--- config.mk ---
export PLATFORM = sky130hd
export DESIGN_NAME = word_serializer
export DESIGN_NICKNAME = d
export VERILOG_FILES = /design/src/rtl/fcser_pkg.sv /design/src/rtl/word_hold.sv /design/src/rtl/shift_engine.sv /design/src/rtl/line_gate.sv /design/src/rtl/word_serializer.sv
export SDC_FILE = /design/constraint.sdc
export NUM_CORES = 1
export LEC_CHECK = 0
export BUFFER_PORTS_ARGS = -buffer_cell sky130_fd_sc_hd__buf_2
export CAP_MARGIN = 20
export CORE_ASPECT_RATIO = 1.4
export CORE_MARGIN = 2
export CORE_UTILIZATION = 45
export DETAILED_ROUTE_END_ITERATION = 16
export PLACE_DENSITY = 0.66
export SETUP_SLACK_MARGIN = 0.15
export SYNTH_ARGS = -nofsm -noshare
export SYNTH_HDL_FRONTEND = slang
export SYNTH_HIERARCHICAL = 1
export SYNTH_SLANG_ARGS = --single-unit
--- constraint.sdc ---
create_clock -name clk -period 1.3 [get_ports clk]
set_input_delay 0.26 -clock clk [delete_from_list [all_inputs] [get_ports clk]]
set_output_delay 0.26 -clock clk [all_outputs]
set_load 0.1 [all_outputs]
--- src/rtl/fcser_pkg.sv ---
package fcser_pkg;
    localparam int CHAR_W_DEF = 10;
    localparam int CHAR_N_DEF = 2;

    typedef struct packed {
        logic p;
        logic n;
    } line_pair_t;

    function automatic line_pair_t drive_pair(input logic park, input logic bit_v);
        line_pair_t r;
        r.p = park ? 1'b1 : bit_v;
        r.n = ~r.p;
        return r;
    endfunction
endpackage

--- src/rtl/word_hold.sv ---
module word_hold #(
    parameter int WORD_W = 20
) (
    input  logic              clk,
    input  logic              rst,
    input  logic              stb,
    input  logic [WORD_W-1:0] din,
    output logic [WORD_W-1:0] hold_q,
    output logic              hold_vld
);
    always_ff @(posedge clk) begin
        if (rst) begin
            hold_q   <= '0;
            hold_vld <= 1'b0;
        end else if (stb) begin
            hold_q   <= din;
            hold_vld <= 1'b1;
        end
    end

    // holding register only moves on a strobe
    assert_hold_stable_R9: assert property (@(posedge clk) disable iff (rst)
        !stb |=> $stable(hold_q));
    assert_hold_valid_R1: assert property (@(posedge clk) disable iff (rst)
        stb |=> hold_vld);
endmodule

--- src/rtl/shift_engine.sv ---
module shift_engine #(
    parameter int WORD_W = 20
) (
    input  logic              clk,
    input  logic              rst,
    input  logic              stb,
    input  logic [WORD_W-1:0] hold_q,
    input  logic              hold_vld,
    output logic              ser_bit,
    output logic              loaded
);
    logic [WORD_W-1:0] sh_q;

    always_ff @(posedge clk) begin
        if (rst) begin
            sh_q   <= '0;
            loaded <= 1'b0;
        end else if (stb) begin
            if (hold_vld) begin
                sh_q   <= hold_q;
                loaded <= 1'b1;
            end
        end else begin
            sh_q <= {1'b0, sh_q[WORD_W-1:1]};
        end
    end

    assign ser_bit = loaded ? sh_q[0] : 1'b1;

    // between strobes the word moves one place toward bit 0
    assert_lsb_first_R2: assert property (@(posedge clk) disable iff (rst)
        (!stb && loaded) |=> sh_q[WORD_W-2:0] == $past(sh_q[WORD_W-1:1]));
    // a strobe hands the buffered word over without a gap
    assert_handover_R4: assert property (@(posedge clk) disable iff (rst)
        (stb && hold_vld) |=> (loaded && sh_q == $past(hold_q)));
endmodule

--- src/rtl/line_gate.sv ---
module line_gate
    import fcser_pkg::*;
(
    input  logic wrap_en,
    input  logic tx_en_n,
    input  logic ser_bit,
    input  logic ext_rx_in,
    output logic line_p,
    output logic line_n,
    output logic rx_bit
);
    line_pair_t pair;

    always_comb begin
        pair   = drive_pair(wrap_en | tx_en_n, ser_bit);
        rx_bit = wrap_en ? ser_bit : ext_rx_in;
    end

    assign line_p = pair.p;
    assign line_n = pair.n;
endmodule

--- src/rtl/word_serializer.sv ---
module word_serializer
    import fcser_pkg::*;
#(
    parameter int CHAR_W = CHAR_W_DEF,
    parameter int CHAR_N = CHAR_N_DEF,
    localparam int WORD_W = CHAR_W * CHAR_N
) (
    input  logic              clk,
    input  logic              rst,
    input  logic              word_stb,
    input  logic [WORD_W-1:0] tx_word,
    input  logic              tx_en_n,
    input  logic              wrap_en,
    input  logic              ext_rx_in,
    output logic              line_p,
    output logic              line_n,
    output logic              rx_bit
);
    logic [WORD_W-1:0] hold_q;
    logic              hold_vld;
    logic              ser_bit;
    logic              loaded;

    word_hold #(.WORD_W(WORD_W)) u_hold (
        .clk(clk), .rst(rst), .stb(word_stb), .din(tx_word),
        .hold_q(hold_q), .hold_vld(hold_vld)
    );

    shift_engine #(.WORD_W(WORD_W)) u_shift (
        .clk(clk), .rst(rst), .stb(word_stb), .hold_q(hold_q),
        .hold_vld(hold_vld), .ser_bit(ser_bit), .loaded(loaded)
    );

    line_gate u_gate (
        .wrap_en(wrap_en), .tx_en_n(tx_en_n), .ser_bit(ser_bit),
        .ext_rx_in(ext_rx_in), .line_p(line_p), .line_n(line_n),
        .rx_bit(rx_bit)
    );

    assert_idle_high_R5: assert property (@(posedge clk) disable iff (rst)
        !loaded |-> (line_p && !line_n));
    assert_parked_R6: assert property (@(posedge clk) disable iff (rst)
        (tx_en_n || wrap_en) |-> (line_p && !line_n));
    assert_wrap_path_R7: assert property (@(posedge clk) disable iff (rst)
        wrap_en |-> rx_bit == ser_bit);
    assert_ext_path_R7: assert property (@(posedge clk) disable iff (rst)
        !wrap_en |-> rx_bit == ext_rx_in);
    assert_complement_R8: assert property (@(posedge clk) disable iff (rst)
        line_n == !line_p);
endmodule

==> results.py <==
metrics = {
    "run_status": {
        "outcome": "finished with violations",
        "violations": "negative setup slack",
    },
    "placed_design": {
        "hpwl_mm": 1.83,
        "port-buffer-count": 28,
        "placed_area_um2": 1900,
        "routabilityCongestion": 0.674,
        "numPlacedInstances": 225,
    },
    "logic_synthesis": {
        "synth_area_um2": 1720,
        "synth_seq_cells": 42,
        "synth_top_flop_cell": "dfxtp_1",
        "synth.area.mux_share_pct": 24.0,
        "synth-xor-area-share_pct": 0,
        "netlist_top_cells_count": "dfxtp_1 (42), nor2_1 (42), mux2i_1 (40), a211oi_1 (19), clkbuf_1 (6)",
        "synth_top_family_by_area": "multiplexers",
        "synth_cell_types": 14,
        "async_flop_share_pct": 0,
        "synth_nets": 189,
        "synth_area_leaders": "dfxtp_1 (49%), mux2i_1 (23%), nor2_1 (9.2%), a211oi_1 (8.3%), buf_12 (4.7%)",
        "synth.top_cell.area_share_pct": 48.9,
        "synth-adder-area-share_pct": 0,
        "yosysWarnings": 6,
        "synth-compound-area-share_pct": 8.59,
        "synthCells": 163,
        "seq_area_frac_synth_pct": 48.9,
        "yosys.area_share.simple_pct": 10.6,
        "syn_area_per_cell_um2": 10.5,
        "synth_top_area_cell": "dfxtp_1",
        "synth_edf_count": 0,
    },
    "floorplan": {
        "dieArea_um2": 4330,
        "fp.dieW_um": 56.2,
        "std_cell_rows": 26,
        "io_pins": 29,
        "die-height_um": 77.1,
        "floorplan.initialDensity_pct": 47.1,
        "core_um2": 3640,
    },
    "layout": {
        "area_growth_syn_to_layout_pct": 17.8,
        "ff_latch_area_um2": 843,
        "drive_gt1_share_pct": 25.1,
        "fill_cells": 348,
        "multi_input_area_um2": 769,
        "postLayoutCoreUtil_pct": 55.5,
        "stdcell_count": 233,
        "n_antenna_cell": 0,
        "nNetsFinal": 216,
        "design_area_um2": 2020,
    },
    "global_route": {
        "globalRouteTotalUtil_pct": 14.2,
        "grt_pass1_wl_mm": 4.82,
        "grt_max_degree": 62,
        "grt_pass1_vias": 1105,
        "grt_overflow": 0,
        "grt_antenna_before_repair": 0,
    },
    "timing": {
        "final.setup.tns_ns": -0.680,
        "fin_ws_ns": -0.262,
        "hold_viol_final": 0,
        "skew_ns": 0.00440,
        "drv_slew": 0,
        "post-route-period-util_pct": 120,
        "period_minus_slack_ns": 1.56,
        "rsz0062_at_grt": "yes",
        "relSlewSlack_pct": 80.5,
        "fmax_ghz": 0.640,
        "setup-violations-final": 3,
        "tightest_slew_ns": 0.292,
    },
    "route": {
        "drc_errors": 0,
        "dr.first_iter.drc_count": 30,
        "vias": 1175,
        "wl_mm": 2.80,
        "dr.pass1.iters": 4,
        "wire_per_inst_um": 12.0,
        "antenna_left": 0,
        "viasPerCell": 5.04,
    },
    "power_and_ir_drop": {
        "ir_drop_uv": 787,
        "cellPowerDensity_nw_per_um2": 1290,
        "p_leak_nw": 0.883,
    },
    "cts": {
        "cts_buffers": 5,
        "clkTransAtPathRegs_ns": 0.07,
        "insertion_delay_ns": 0.29,
        "clock_path_buffers": 2,
        "htreeDepth": 2,
        "cts_tree": "built",
        "ctsHoldBuffers": 0,
        "numClockSinks": 42,
        "root_buffer": "clkbuf_8",
    },
    "job": {
        "cap_violations": 0,
    },
    "worst_setup_path": {
        "cp_max_fo": 2,
        "critPathRequiredTime_ns": 1.04,
        "criticalPathCategory": "reg -> out",
        "worstSetupStartpointType": "flop",
        "cp-end-kind": "output port",
        "arrival_ns": 1.30,
    },
    "min_path": {
        "hp-class": "in -> reg",
    },
}
## routing by layer
metal	track usage [%]	wire, µm	vias to the layer above
li1	-	-	622
met1	16.7	1320	523
met2	22.4	1300	24
met3	5.23	118	6
met4	7.14	56	0
met5	0	0	-
## path summary, 6_finish.rpt
kind | start | endpoint | slack [ns] | cells past startpoint
setup / recovery | u_shift/sh_q[0]$_SDFFE_PP0P_ | rx_bit | -0.26 | 4
hold / removal | tx_word[7] | u_hold/hold_q[7]$_SDFFE_PP0P_ | 0.20 | 3
setup reg to reg | u_hold/hold_vld$_SDFFE_PP0P_ | u_shift/sh_q[3]$_SDFFE_PP0P_ | 0.28 | 3
hold reg to reg | u_hold/hold_q[3]$_SDFFE_PP0P_ | u_hold/hold_q[3]$_SDFFE_PP0P_ | 0.50 | 2
## metrics by stage
stage | hold slack (ns) | power [W] | setup slack [ns]
2_1_floorplan | 0.332 | 0.00170 | -0.132
3_3_place_gp | 0.473 | 0.00177 | -0.0381
3_5_place_dp | 0.485 | 0.00178 | -0.0541
4_1_cts | 0.194 | 0.00264 | -0.273
5_1_grt | 0.194 | 0.00275 | -0.304
6_report | 0.200 | 0.00261 | -0.262
## layout by cell type, fill, tap and decap left out
cell	count
a211oi_1	19
a21oi_1	1
buf_12	5
buf_2	25
buf_4	2
buf_6	2
clkbuf_8	6
clkinv_2	1
clkinvlp_4	1
dfxtp_1	40
dfxtp_2	2
mux2_4	1
mux2i_1	40
nand2b_4	1
nor2_1	42
nor3_4	1
nor3b_1	1
or3_4	1
## critical path: stages, from the launching register on
cell and delay (ns):
dfxtp_2 0.32, nand2b_4 0.14, buf_6 0.12, mux2_4 0.27, buf_12 0.17
## registers in the layout (all words and copies together) (netlist names)
register	cells
u_hold/hold_vld	1
u_shift/sh_q	20
u_shift/loaded	1
u_hold/hold_q	20
## power breakdown
group	switching, W	internal, W
sequential	0.0000408	0.00137
combinational	0.000177	0.000169
clock	0.000428	0.000426
## cells by family after synthesis
| family | after synthesis |
|---|---|
| AO/OA/AOI/OAI | 20 |
| flip-flops | 42 |
| AND/OR/NAND/NOR | 46 |
| buffers and inverters | 14 |
| multiplexers | 41 |
## area by class of cell
type                       instances  area share, %
clock inverter                     2          0.618
sequential                        42           41.7
clock buffer                       6           4.08
multi-input combinational        107           38.0
timing repair buffer              34           13.0
tap                               42           2.60
## repair_timing
item,4_1_cts,5_1_grt
endpoints found under the setup margin,3,4
setup buffers,0,0
pin swaps,1,1
gates resized for setup,7,2
(Power assumes the default switching activity.)
